===== src/rtl/cfs_pkg.sv =====
// Shared types for the cache flush sequencer.
package cfs_pkg;
    // Walk states: wait, read a line, take its entry, write back sectors, invalidate
    typedef enum logic [2:0] {
        WS_IDLE  = 3'd0,
        WS_READ  = 3'd1,
        WS_CAPT  = 3'd2,
        WS_CAST  = 3'd3,
        WS_INVAL = 3'd4
    } walk_state_e;
endpackage


===== src/rtl/cfs_walk_counter.sv =====
// Line pointer of the flush walk.
// Steps the index from 0 to its top value in the current way, then wraps the
// index to 0 and moves to the next way. Assumes WAYS >= 2 and that step is
// never raised on the last line (clr returns the pointer to the start instead).
module cfs_walk_counter #(
    parameter int IDX_W = 4,
    parameter int WAYS  = 2,
    parameter int WAY_W = 1
) (
    input  logic             clk,
    input  logic             rst_n,
    input  logic             clr,
    input  logic             step,
    output logic [IDX_W-1:0] idx,
    output logic [WAY_W-1:0] way,
    output logic             last
);
    localparam logic [IDX_W-1:0] IDX_TOP  = '1;
    localparam logic [WAY_W-1:0] WAY_LAST = WAY_W'(WAYS - 1);

    // Advance index first, way on index wrap
    always_ff @(posedge clk) begin
        if (!rst_n || clr) begin
            idx <= '0;
            way <= '0;
        end else if (step) begin
            if (idx == IDX_TOP) begin
                idx <= '0;
                way <= way + 1'b1;
            end else begin
                idx <= idx + 1'b1;
            end
        end
    end

    // Flag the final line of the final way
    always_comb begin
        last = (idx == IDX_TOP) && (way == WAY_LAST);
    end
endmodule


===== src/rtl/cfs_line_hold.sv =====
// Working copy of the line under flush.
// Loads the valid and dirty bits read from the tag store, clears a sector once
// its write-back is accepted, and merges any snoop write that lands on the same
// line while the copy is live (track high). Dirty bits are kept only while the
// line is valid. Assumes snoop writes never set dirty bits.
module cfs_line_hold #(
    parameter int SECTORS = 2,
    parameter int IDX_W   = 4,
    parameter int WAY_W   = 1,
    parameter int SEC_W   = 1
) (
    input  logic               clk,
    input  logic               rst_n,
    input  logic               load,
    input  logic               ld_valid,
    input  logic [SECTORS-1:0] ld_dirty,
    input  logic               retire,
    input  logic [SEC_W-1:0]   retire_sec,
    input  logic               track,
    input  logic [WAY_W-1:0]   cur_way,
    input  logic [IDX_W-1:0]   cur_idx,
    input  logic               snp_req,
    input  logic               snp_we,
    input  logic [WAY_W-1:0]   snp_way,
    input  logic [IDX_W-1:0]   snp_idx,
    input  logic               snp_wvalid,
    input  logic [SECTORS-1:0] snp_wdirty,
    output logic [SECTORS-1:0] pend
);
    logic               held_v;
    logic [SECTORS-1:0] held_d;
    logic               nxt_v;
    logic [SECTORS-1:0] nxt_d;
    logic               snp_hit;

    // Detect a snoop write to the line being flushed
    always_comb begin
        snp_hit = track && snp_req && snp_we &&
                  (snp_way == cur_way) && (snp_idx == cur_idx);
        nxt_v   = (load ? ld_valid : held_v) & (snp_hit ? snp_wvalid : 1'b1);
    end

    // Next dirty bit of every sector
    for (genvar s = 0; s < SECTORS; s++) begin : g_sec
        always_comb begin
            nxt_d[s] = (load ? ld_dirty[s] : held_d[s])
                     & ~(retire && (retire_sec == SEC_W'(s)))
                     & (~snp_hit | snp_wdirty[s])
                     & nxt_v;
        end
    end

    // Hold the copy
    always_ff @(posedge clk) begin
        if (!rst_n) begin
            held_v <= 1'b0;
            held_d <= '0;
        end else begin
            held_v <= nxt_v;
            held_d <= nxt_d;
        end
    end

    // Sectors still waiting for a write-back
    always_comb begin
        pend = held_d;
    end
endmodule


===== src/rtl/cfs_tag_arb.sv =====
// Tag port arbiter. A snoop owns the port in every cycle it asks for it; the
// flush walk gets the port only otherwise and is told so through scan_gnt.
// Walk writes always carry an invalid, clean entry.
module cfs_tag_arb #(
    parameter int SECTORS = 2,
    parameter int IDX_W   = 4,
    parameter int WAY_W   = 1
) (
    input  logic               snp_req,
    input  logic               snp_we,
    input  logic [WAY_W-1:0]   snp_way,
    input  logic [IDX_W-1:0]   snp_idx,
    input  logic               snp_wvalid,
    input  logic [SECTORS-1:0] snp_wdirty,
    input  logic               scan_en,
    input  logic               scan_we,
    input  logic [WAY_W-1:0]   scan_way,
    input  logic [IDX_W-1:0]   scan_idx,
    output logic               scan_gnt,
    output logic               tag_en,
    output logic               tag_we,
    output logic [WAY_W-1:0]   tag_way,
    output logic [IDX_W-1:0]   tag_idx,
    output logic               tag_wvalid,
    output logic [SECTORS-1:0] tag_wdirty
);
    // Choose the port owner, snoop first
    always_comb begin
        scan_gnt = !snp_req;
        if (snp_req) begin
            tag_en     = 1'b1;
            tag_we     = snp_we;
            tag_way    = snp_way;
            tag_idx    = snp_idx;
            tag_wvalid = snp_wvalid;
            tag_wdirty = snp_wdirty;
        end else begin
            tag_en     = scan_en;
            tag_we     = scan_we;
            tag_way    = scan_way;
            tag_idx    = scan_idx;
            tag_wvalid = 1'b0;
            tag_wdirty = '0;
        end
    end
endmodule


===== src/rtl/cfs_ctrl.sv =====
// Flush walk controller: owns the request flag and the per-line sequence
// read -> take entry -> sector write-backs -> invalidate. Any step that needs
// the tag port repeats until scan_gnt is high. Assumes co_ack has meaning
// only while co_req is high.
module cfs_ctrl #(
    parameter int SECTORS = 2,
    parameter int SEC_W   = 1
) (
    input  logic               clk,
    input  logic               rst_n,
    input  logic               flush_set,
    input  logic               scan_gnt,
    input  logic               co_ack,
    input  logic               walk_last,
    input  logic [SECTORS-1:0] pend,
    output logic               flush_req,
    output logic               scan_en,
    output logic               scan_we,
    output logic               walk_step,
    output logic               walk_clr,
    output logic               hold_load,
    output logic               hold_track,
    output logic               retire,
    output logic [SEC_W-1:0]   sec,
    output logic               co_req
);
    import cfs_pkg::*;

    localparam logic [SEC_W-1:0] SEC_LAST = SEC_W'(SECTORS - 1);

    walk_state_e state, nstate;
    logic        sec_clr, sec_inc, done, cur_dirty;

    // Next-state and strobe decode
    always_comb begin
        nstate     = state;
        scan_en    = 1'b0;
        scan_we    = 1'b0;
        walk_step  = 1'b0;
        walk_clr   = 1'b0;
        hold_load  = 1'b0;
        hold_track = 1'b0;
        retire     = 1'b0;
        co_req     = 1'b0;
        sec_clr    = 1'b0;
        sec_inc    = 1'b0;
        done       = 1'b0;
        cur_dirty  = pend[sec];
        case (state)
            WS_IDLE: begin
                if (flush_req) nstate = WS_READ;
            end
            WS_READ: begin
                scan_en = 1'b1;
                if (scan_gnt) nstate = WS_CAPT;
            end
            WS_CAPT: begin
                hold_load  = 1'b1;
                hold_track = 1'b1;
                sec_clr    = 1'b1;
                nstate     = WS_CAST;
            end
            WS_CAST: begin
                hold_track = 1'b1;
                co_req     = cur_dirty;
                if (!cur_dirty || co_ack) begin
                    retire = cur_dirty;
                    if (sec == SEC_LAST) nstate = WS_INVAL;
                    else                 sec_inc = 1'b1;
                end
            end
            WS_INVAL: begin
                scan_en = 1'b1;
                scan_we = 1'b1;
                if (scan_gnt) begin
                    if (walk_last) begin
                        done     = 1'b1;
                        walk_clr = 1'b1;
                        nstate   = WS_IDLE;
                    end else begin
                        walk_step = 1'b1;
                        nstate    = WS_READ;
                    end
                end
            end
            default: nstate = WS_IDLE;
        endcase
    end

    // State and sector registers
    always_ff @(posedge clk) begin
        if (!rst_n) begin
            state <= WS_IDLE;
            sec   <= '0;
        end else begin
            state <= nstate;
            if (sec_clr)      sec <= '0;
            else if (sec_inc) sec <= sec + 1'b1;
        end
    end

    // Request flag: hardware clear wins over a set in the same cycle
    always_ff @(posedge clk) begin
        if (!rst_n)         flush_req <= 1'b0;
        else if (done)      flush_req <= 1'b0;
        else if (flush_set) flush_req <= 1'b1;
    end
endmodule


===== src/rtl/cache_flush_sequencer.sv =====
// Top of the cache flush sequencer. Joins the controller, the line pointer,
// the working line copy and the tag port arbiter. Assumes a tag store that
// returns read data one cycle after an enabled read, and snoop writes that
// only clean or invalidate.
module cache_flush_sequencer #(
    parameter int IDX_W   = 4,
    parameter int WAYS    = 2,
    parameter int SECTORS = 2,
    localparam int WAY_W  = (WAYS > 1) ? $clog2(WAYS) : 1,
    localparam int SEC_W  = (SECTORS > 1) ? $clog2(SECTORS) : 1
) (
    input  logic               clk,
    input  logic               rst_n,
    input  logic               flush_set,
    output logic               flush_req,
    output logic               core_block,
    input  logic               snp_req,
    input  logic               snp_we,
    input  logic [WAY_W-1:0]   snp_way,
    input  logic [IDX_W-1:0]   snp_idx,
    input  logic               snp_wvalid,
    input  logic [SECTORS-1:0] snp_wdirty,
    output logic               tag_en,
    output logic               tag_we,
    output logic [WAY_W-1:0]   tag_way,
    output logic [IDX_W-1:0]   tag_idx,
    output logic               tag_wvalid,
    output logic [SECTORS-1:0] tag_wdirty,
    input  logic               tag_rvalid,
    input  logic [SECTORS-1:0] tag_rdirty,
    output logic               co_req,
    output logic [WAY_W-1:0]   co_way,
    output logic [IDX_W-1:0]   co_idx,
    output logic [SEC_W-1:0]   co_sec,
    input  logic               co_ack
);
    logic               scan_en, scan_we, scan_gnt;
    logic               walk_step, walk_clr, walk_last;
    logic               hold_load, hold_track, retire;
    logic [SEC_W-1:0]   sec;
    logic [SECTORS-1:0] pend;
    logic [IDX_W-1:0]   cur_idx;
    logic [WAY_W-1:0]   cur_way;

    cfs_ctrl #(.SECTORS(SECTORS), .SEC_W(SEC_W)) u_ctrl (
        .clk(clk), .rst_n(rst_n), .flush_set(flush_set), .scan_gnt(scan_gnt),
        .co_ack(co_ack), .walk_last(walk_last), .pend(pend),
        .flush_req(flush_req), .scan_en(scan_en), .scan_we(scan_we),
        .walk_step(walk_step), .walk_clr(walk_clr), .hold_load(hold_load),
        .hold_track(hold_track), .retire(retire), .sec(sec), .co_req(co_req)
    );

    cfs_walk_counter #(.IDX_W(IDX_W), .WAYS(WAYS), .WAY_W(WAY_W)) u_walk (
        .clk(clk), .rst_n(rst_n), .clr(walk_clr), .step(walk_step),
        .idx(cur_idx), .way(cur_way), .last(walk_last)
    );

    cfs_line_hold #(.SECTORS(SECTORS), .IDX_W(IDX_W), .WAY_W(WAY_W), .SEC_W(SEC_W)) u_hold (
        .clk(clk), .rst_n(rst_n), .load(hold_load), .ld_valid(tag_rvalid),
        .ld_dirty(tag_rdirty), .retire(retire), .retire_sec(sec),
        .track(hold_track), .cur_way(cur_way), .cur_idx(cur_idx),
        .snp_req(snp_req), .snp_we(snp_we), .snp_way(snp_way), .snp_idx(snp_idx),
        .snp_wvalid(snp_wvalid), .snp_wdirty(snp_wdirty), .pend(pend)
    );

    cfs_tag_arb #(.SECTORS(SECTORS), .IDX_W(IDX_W), .WAY_W(WAY_W)) u_arb (
        .snp_req(snp_req), .snp_we(snp_we), .snp_way(snp_way), .snp_idx(snp_idx),
        .snp_wvalid(snp_wvalid), .snp_wdirty(snp_wdirty),
        .scan_en(scan_en), .scan_we(scan_we), .scan_way(cur_way), .scan_idx(cur_idx),
        .scan_gnt(scan_gnt), .tag_en(tag_en), .tag_we(tag_we), .tag_way(tag_way),
        .tag_idx(tag_idx), .tag_wvalid(tag_wvalid), .tag_wdirty(tag_wdirty)
    );

    // Write-back address fields and core hold-off
    always_comb begin
        co_way     = cur_way;
        co_idx     = cur_idx;
        co_sec     = sec;
        core_block = flush_req;
    end
endmodule


===== config.mk =====
export PLATFORM = sky130hd
export DESIGN_NAME = cache_flush_sequencer
export DESIGN_NICKNAME = d
export VERILOG_FILES = /design/src/rtl/cfs_pkg.sv /design/src/rtl/cfs_walk_counter.sv /design/src/rtl/cfs_line_hold.sv /design/src/rtl/cfs_tag_arb.sv /design/src/rtl/cfs_ctrl.sv /design/src/rtl/cache_flush_sequencer.sv
export SDC_FILE = /design/constraint.sdc
export NUM_CORES = 1
export LEC_CHECK = 0
export BUFFER_PORTS_ARGS = -buffer_cell sky130_fd_sc_hd__buf_2
export CAP_MARGIN = 0
export CORE_MARGIN = 2
export CORE_UTILIZATION = 25
export CTS_CLUSTER_SIZE = 8
export DETAILED_ROUTE_END_ITERATION = 6
export PLACE_DENSITY_LB_ADDON = 0.1
export SYNTH_ARGS = -nofsm -noshare
export SYNTH_HDL_FRONTEND = slang
export SYNTH_SLANG_ARGS = --single-unit

===== constraint.sdc =====
create_clock -name clk -period 2.14 [get_ports clk]
set_clock_uncertainty 0.2 [all_clocks]
set_input_delay 0.428 -clock clk [delete_from_list [all_inputs] [get_ports clk]]
set_output_delay 0.428 -clock clk [all_outputs]
set_load 0.02 [all_outputs]

# ---- After elaboration in Yosys (flattened, before gate mapping)
# Index checks and enable logic that the tools add are counted.
dict set report totals {
  regBits 13
  out_inout_bits 19
  wordCells 91
}
dict set report classes {
  add_sub_neg 3
  magnitude_cmp 1
  n_eq_ne 12
  n_mux 36
  bitwise 14
  n_reduce_logical 18
}
# op n
set ops {}
lappend ops {{$mux W1} 27}
lappend ops {{$mux W3} 5}
lappend ops {{$pmux W3 S5} 1}
lappend ops {{$mux W4} 2}
lappend ops {{$reduce_or A2 Y1} 4}
lappend ops {{$and A1 B1 Y1} 7}
lappend ops {{$logic_and A1 B1 Y1} 7}
lappend ops {{$eq A3 B2 Y1 const B} 2}
lappend ops {{$ne A2 B1 Y1 const B} 3}
lappend ops {{$not A1 Y1} 5}
lappend ops {{$reduce_and A5 Y1} 1}
lappend ops {{$add A4 B1 Y4 const B} 1}
lappend ops {{$eq A4 B4 Y1} 1}
lappend ops {{$eq A4 B4 Y1 const B} 1}
lappend ops {{$ne A2 B2 Y1 const B} 2}
lappend ops {{$eq A3 B1 Y1 const B} 1}
lappend ops {{$eq A3 B3 Y1 const B} 1}
lappend ops {{$logic_not A3 Y1} 1}
lappend ops {{$add A1 B1 Y1 const B} 2}
lappend ops {{$logic_not A1 Y1} 2}
lappend ops {{$logic_or A1 B1 Y1} 2}
lappend ops {{$lt A1 B2 Y1 const B} 1}
lappend ops {{$mux W2} 1}
lappend ops {{$or A1 B1 Y1} 2}
lappend ops {{2 further kinds} 2}

# ---- Longest topological paths before layout
# Gate-level depths: netlist of run 1.
dict set report depth {
  ltp_word 11
  mapped_depth 5
  ltp_nobuf 5
}

# ---- Hierarchy
# A second synthesis of run 1 with hierarchy kept.
dict set report hier_totals {
  hier_cells 103
  hier_area_um2 910.9
}
# mod n_inst cells_per_inst area_each_um2 seq_area_each_um2
set modules_own_cells {}
lappend modules_own_cells {cfs_ctrl 1 40 332.8 100.1}
lappend modules_own_cells {cfs_walk_counter 1 25 227.7 100.1}
lappend modules_own_cells {cfs_line_hold 1 25 212.7 60.1}
lappend modules_own_cells {cfs_tag_arb 1 12 130.1 0.0}
lappend modules_own_cells {cache_flush_sequencer 1 1 7.5 0.0}

# ---- Worst setup path before layout of run 1
# Ideal clock, no wire load.
dict set report synth_path {
  path_type {register to output}
  from {reg u_ctrl.state[1]}
  to {out co_req}
  arrival_ns 1.131
  required_ns 1.512
  slack_ns 0.381
  path_stages_with_launch 5
  path_buffers 1
  cell_sequence {dfxtp_1 > buf_4 > nor2b_1 > nand2_1 > a21oi_1}
}
dict set report synth_between {
  elab_chain_cells 2
}
# element line
set synth_lines {}
lappend synth_lines {{start, declared} cfs_ctrl.sv:31} ;# walk_state_e state, nstate;
lappend synth_lines {{start signal, assigned} cfs_ctrl.sv:96} ;# state <= nstate;
lappend synth_lines {{$eq A3 B2 Y1} cfs_ctrl.sv:49} ;# case (state)
lappend synth_lines {{$mux W1} cfs_ctrl.sv:49}
lappend synth_lines {{end, declared} cache_flush_sequencer.sv:31} ;# output logic co_req,
# Every way passes these cells.

# ---- Worst setup path after layout of run 1
dict set report layout_path {
  from {reg u_ctrl.state[1]}
  to {out tag_we}
}
dict set report layout_between {
  elab_chain_cells 3
}
# element line
set layout_lines {}
lappend layout_lines {{$eq A3 B3 Y1} cfs_ctrl.sv:49}
lappend layout_lines {{$mux W1} cfs_ctrl.sv:49}
lappend layout_lines {{$mux W1} cfs_tag_arb.sv:30} ;# if (snp_req) begin
lappend layout_lines {{end, declared} cache_flush_sequencer.sv:24} ;# output logic tag_we,
# Every way passes these cells.

==> results of run 1 <==
final cells by class:
type                            instances  area, um^2  area share
Inverter                                3       11.26    0.009554
Sequential cell                        13       261.5      0.2219
Multi-Input combinational cell         85       594.3      0.5042
Tap cell                               46       57.56     0.04883
Clock buffer                            4       26.28     0.02229
Timing Repair Buffer                   42       227.7      0.1932
power by group through the flow:
stage | clock, mW | sequential (mW) | combinational (mW)
after floorplan | 0 | 0.290 | 0.165
after global placement | 0 | 0.285 | 0.245
after detailed placement | 0 | 0.286 | 0.244
after CTS | 0.169 | 0.280 | 0.246
after global routing | 0.176 | 0.283 | 0.268
final | 0.158 | 0.280 | 0.245
sequential cells by signal, indices dropped and copies added, names as in the netlist:
signal / flops
u_ctrl.state: 3
u_hold.held_v: 1
u_hold.pend: 2
u_walk.way: 1
u_ctrl.sec: 1
u_walk.idx: 4
u_ctrl.flush_req: 1
cell usage after synthesis, types with 3 or more instances:
library cell and n:
xnor2_1 6, nor2_1 4, buf_4 3, dfxtp_1 13, a31oi_1 4, inv_1 3, nand2_1 15, o21ai_0 4
and2_1 5, a21oi_1 8, a211oi_1 4, mux2_2 7, clkbuf_1 3
through the flow:
step                      worst slack (ps)  hold WS [ps]  total power, mW  instance area (um^2)  utilization
after floorplan                      381.4         344.4           0.4549                 904.6            -
after global placement               227.1         396.0           0.5299                  1151       0.3370
after detailed placement             220.3         400.2           0.5299                  1151       0.3370
after CTS                            19.11         196.8           0.6944                  1177       0.3447
after global routing                 26.81         208.8           0.7279                  1179       0.3451
final                                82.29         209.7           0.6826                  1179       0.3451
placed cells by master (no fill, tap or decap), types with 2 or more instances in the layout:
master / synthesis / layout
clkbuf_4: 0 / 3
xor2_1: 2 / 2
a21oi_1: 8 / 8
mux2_2: 7 / 7
and2_1: 5 / 5
a31oi_1: 4 / 4
nand4_1: 2 / 2
a211oi_1: 4 / 4
buf_4: 3 / 7
xnor2_1: 6 / 6
nand2b_1: 2 / 2
nor2b_1: 2 / 2
buf_2: 1 / 35
dfxtp_1: 13 / 12
nand2_1: 15 / 15
nor2_1: 4 / 4
o21ai_0: 4 / 4
inv_1: 3 / 3
nor3b_1: 2 / 2
worst max-delay path: cells and delay by family, from the launching register on:
kind                   cells  cell delay, ps
AND/OR/NAND/NOR            2             630
flip-flops                 1             370
buffers and inverters      1             150
metal layers:
metal  vias up  global-route usage
li1        463                   -
met1       433              0.1479
met2        24              0.1992
met3         2             0.02641
met4         0             0.04787
met5         -                   0
worst min-delay path by stage:
stage | start | endpoint | slack (ps) | depth (start not counted)
2_1_floorplan | u_ctrl.state[2] | u_ctrl.state[1] | 340 | 2
3_3_place_gp | u_ctrl.flush_req | u_ctrl.flush_req | 400 | 2
3_5_place_dp | u_ctrl.flush_req | u_ctrl.flush_req | 400 | 2
4_1_cts | snp_wvalid | u_hold.held_v | 200 | 3
5_1_grt | flush_set | u_ctrl.flush_req | 210 | 3
6_report | snp_wvalid | u_hold.held_v | 210 | 3
cells by family (layout without fill, tap and decap cells):
kind of cell | after synthesis | count (layout) | synth area share
compound gates | 28 | 28 | 0.1978
xor+xnor | 8 | 8 | 0.07746
fa+ha+maj | 1 | 1 | 0.01383
buf+inv | 10 | 49 | 0.05532
flops | 13 | 13 | 0.2877
mux | 7 | 7 | 0.08714
simple gates | 41 | 41 | 0.2807
==> metrics, run 1 <==
result of the run finished clean; largest net degree at the start of global routing 16; CP max stage cell or4b_4; number of maximum-capacitance constraint violations 0; via count of the first global-routing pass 878; number of nets in the synthesized netlist 126; number of CTS-inserted buffers 3; number of warning messages in the yosys log 0; worst slew pin tran 374.3 ps; worst-skew pair later-pin latency 280 ps; Max rail drop VDD 215.7 uV; critical path capture point tag_we; ratio of final minimum period to clock period 0.9615; cts-stage hold buffer count 0; Initial DRC Count 35; number of sinks driven by the clock tree 13; worst r2r src u_ctrl.state[0]; Synth Flop Type dfxtp_1; Gate power share 0.359; fraction of layout instances using a drive strength above 1 0.3946; num rows 21; number of placed cells counting well taps 189; Antenna Nets Post-Route 0; area of the core region 3416 um^2; crit-path max cell delay 550 ps; shortest period the worst path allows 2058 ps; fraction of registers with async set/reset 0; total via count in the routed design 922; Distinct cells, synth 37; DR pass1 iterations 4; nets 166; detailed placement HPWL 1826 um; portion of total power attributed to sequential cells 0.410; post-synthesis cell area 904.6 um^2; number of diodes added for antenna fixing 0; mean area per synthesized cell 8.376 um^2; Synth top area share 0.2877; worst hold path class in2reg; worst endpoint required time 1510 ps; clock slew at reported path FFs 90 ps; largest fanout on the critical path 5; gate count of the mapped netlist 108; count of buffers added by post-CTS timing repair for setup 0; setup violators final 0; series of cell instances along the critical path or4b_4 -> nand2_1 -> buf_2; switching part of the total power 0.3512; routability congestion estimate 0.7644; WL met3 112 um; clock root buffer clkbuf_4; upper clock frequency limit 486.0 MHz; top metal layer carrying routed signals met4; die outline area 4116 um^2; class of the most critical setup path reg2out; post-detailed-route via-to-cell ratio 4.777; max-slew violation count 0; number of top-level design ports 36; Register-to-Register Path Depth 5; met2 WL post-DR 1073 um; fraction of the yosys area taken by sequential cells 0.2877; DRC violations left 0; power density over cell area 579.2 nW/um^2; number of antenna violations at the first check in global routing 0; synthesis-stage register bit count 13; setup slack on the worst flop-to-flop path 470 ps; filler instances 396; number of H-tree branching levels 1; mean routed wirelength per cell 12.18 um; data arrival time of the critical path 1430 ps; clock tree from TritonCTS yes; PostCTS Resize Cnt 0; cell type with the largest total area after synthesis dfxtp_1; r2r endpoint u_walk.way; Cell Count, Final, Fillers Out 193; leakage power figure 0.5076 nW; share of power burned in the clock network 0.232; Total Routing Usage GR 0.1192; final hold violation count 0; Post-Route WL 2351 um; die height 64.16 um; number of I/O port buffers 35; Max clock buf depth 2; Switch Pwr 0.2397 mW; RSZ-0062 raised after global routing false; worst max-slew margin expressed relative to the limit 0.7494; Critical Path Start Type register; gr ovfl total 0; setup TNS 0 ps; number of synthesized flops with an enable pin 0; Int Power 0.4429 mW; effective utilization at floorplan 0.2648; top cells by area, synth dfxtp_1 29%, mux2_2 8.7%, nand2_1 6.2%; horizontal die dimension 64.16 um; crit path capture type primary output; detailed-routing wirelength on met1 1146 um; layout overhead on the synthesized area 30.29%; first-pass GRT wire length 3905 um; beginning of the critical path u_ctrl.state[1]
Note: power is estimated with default switching activity, not from simulation.
==> inputs of run 2 (changes only) <==
SETUP_SLACK_MARGIN = 0.2   (was not set)
==> run 2 against run 1 <==
Compared with the run above: maximum frequency grew 5.1%; highest routed layer unchanged; die area unchanged; setup slack better by 100 ps; combinational power up 8.6%.
==> metrics, run 2 (synthesis gave the netlist of run 1 again) <==
routability congestion estimate 0.7644 (unchanged); layout overhead on the synthesized area 36.79%; Post-Route Utilization 0.3623 (+0.01722); r2r endpoint u_hold.held_v; number of CTS-inserted buffers 3 (unchanged); worst max-slew margin expressed relative to the limit 0.7457 (-0.003685); area of the core region 3416 um^2 (unchanged); series of cell instances along the critical path or4b_4 -> nand2_2 -> buf_6; gr ovfl total 0 (unchanged); max-slew violation count 0 (unchanged); num rows 21 (unchanged); worst hold path class in2reg; clock root buffer clkbuf_4; total via count in the routed design 934 (+1.3%); Total Routing Usage GR 0.1218 (+0.002576); Post-Route WL 2455 um (+4.4%); number of H-tree branching levels 1 (unchanged); number of sinks driven by the clock tree 13 (unchanged); commonest non-fill, non-tap cell in the layout buf_2; setup TNS 0 ps (unchanged); worst-skew pair later-pin latency 280 ps (about the same); detailed placement HPWL 1826 um (unchanged); clock tree from TritonCTS yes; mean routed wirelength per cell 12.46 um (+2.3%); ratio of final minimum period to clock period 0.9146 (-0.04694); largest fanout on the critical path 4 (-1); die outline area 4116 um^2 (unchanged); nets 170 (+2.4%); worst endpoint required time 1510 ps (about the same); worst r2r src u_ctrl.state[1]; Max rail drop VDD 221.7 uV (+2.8%); class of the most critical setup path reg2out; CP max stage cell or4b_4; Max clock buf depth 2 (unchanged); Initial DRC Count 21 (-40%); worst slew pin tran 379.8 ps (+5.505 ps); number of maximum-capacitance constraint violations 0 (unchanged); crit path capture type primary output; largest net degree at the start of global routing 16 (unchanged); critical path capture point tag_we; post-detailed-route via-to-cell ratio 4.741 (-0.76%); data arrival time of the critical path 1330 ps (-100 ps); Top reg by flops u_walk.idx; setup violators final 0 (unchanged); filler instances 392 (-1.0%); most used cells in the layout excluding fill and tap cells 33 x buf_2, 14 x nand2_1, 12 x dfxtp_1; Register-to-Register Path Depth 6 (+1); fraction of layout instances using a drive strength above 1 0.4305 (+0.03591); beginning of the critical path u_ctrl.state[1]; crit-path max cell delay 490 ps (-60 ps); effective utilization at floorplan 0.2648 (unchanged); via count of the first global-routing pass 883 (+0.57%); number of I/O port buffers 35 (unchanged); clock slew at reported path FFs 90 ps (about the same); DR pass1 iterations 5 (+1); result of the run finished clean; first-pass GRT wire length 4008 um (+2.6%); setup slack on the worst flop-to-flop path 430 ps (-40 ps); DRC violations left 0 (unchanged); shortest period the worst path allows 1957 ps (-100.4 ps); final hold violation count 0 (unchanged); number of antenna violations at the first check in global routing 0 (unchanged); die height 64.16 um (unchanged); upper clock frequency limit 510.9 MHz (+5.1%); RSZ-0062 raised after global routing true; Largest register FFs 4 (unchanged); Antenna Nets Post-Route 0 (unchanged); number of diodes added for antenna fixing 0 (unchanged); horizontal die dimension 64.16 um (unchanged); power density over cell area 568.8 nW/um^2 (-1.8%); leakage power figure 0.5309 nW (+4.6%); number of top-level design ports 36 (unchanged); Critical Path Start Type register
==> run 2: cell count changes in the layout (fill, tap and decap cells not counted), sizes merged <==
| cell | delta |
|---|---|
| buf | +4 |
==> run 2: worst min-delay path by stage <==
stage	from	end	slack, ps	depth (start not counted)
4_1_cts	snp_wvalid	u_hold.held_v	200	3
3_5_place_dp	u_ctrl.flush_req	u_ctrl.flush_req	400	2
5_1_grt	flush_set	u_ctrl.flush_req	210	3
2_1_floorplan	u_ctrl.state[2]	u_ctrl.state[1]	340	2
3_3_place_gp	u_ctrl.flush_req	u_ctrl.flush_req	400	2
6_report	snp_wvalid	u_hold.held_v	210	3
==> run 2: repair_timing <==
action | 4_1_cts | 5_1_grt
resized for setup | 8 | 2
buffers inserted | 2 | 2
pin swaps | 1 | 0
hold buffers | 0 | 0
hold endpoints to repair | 0 | 0
endpoints found under the setup margin | 2 | 3
==> run 2: power breakdown <==
part	switching (mW)	internal [mW]	leakage, nW	total (mW)
clock network	0.0878	0.0722	0.0150	0.160
logic	0.142	0.123	0.409	0.266
registers	0.0180	0.260	0.106	0.278
total	0.248	0.456	0.531	0.704
==> run 2: stage by stage <==
| step | cell area, um^2 | worst slack [ps] | total power, mW | hold slack, ps | instances |
|---|---|---|---|---|---|
| 6_report | 1237 | 182.7 | 0.7038 | 208.7 | 197 |
| 5_1_grt | 1237 | 135.9 | 0.7475 | 208.9 | 197 |
| 4_1_cts | 1214 | 151.1 | 0.7063 | 196.8 | 195 |
| 3_5_place_dp | 1151 | 220.3 | 0.5299 | 400.2 | 189 |
| 3_3_place_gp | 1151 | 227.1 | 0.5299 | 396.0 | 189 |
| 2_1_floorplan | 904.6 | 381.4 | 0.4549 | 344.4 | 108 |
==> run 2: layer usage <==
metal | wire length, um | global-route usage | vias up
met4 | 19 | 0.04787 | 0
met3 | 103 | 0.02641 | 2
li1 | - | - | 471
met5 | 0 | 0 | -
met1 | 1228 | 0.1543 | 441
met2 | 1104 | 0.2005 | 20
==> run 2: area by class of cell <==
| class | count | area [um^2] | share of cell area |
|---|---|---|---|
| well taps | 46 | 57.56 | 0.04651 |
| multi-input cells | 85 | 608.1 | 0.4914 |
| inverters | 3 | 11.26 | 0.009100 |
| clock buffers | 4 | 26.28 | 0.02123 |
| repair buffers | 46 | 270.3 | 0.2184 |
| flip-flops and latches | 13 | 264.0 | 0.2133 |
==> run 2: critical path: cells and delay by family (launching register included) <==
kind,cells,cell delay (ps)
buffers and inverters,1,110
flip-flops,1,360
AND/OR/NAND/NOR,2,570
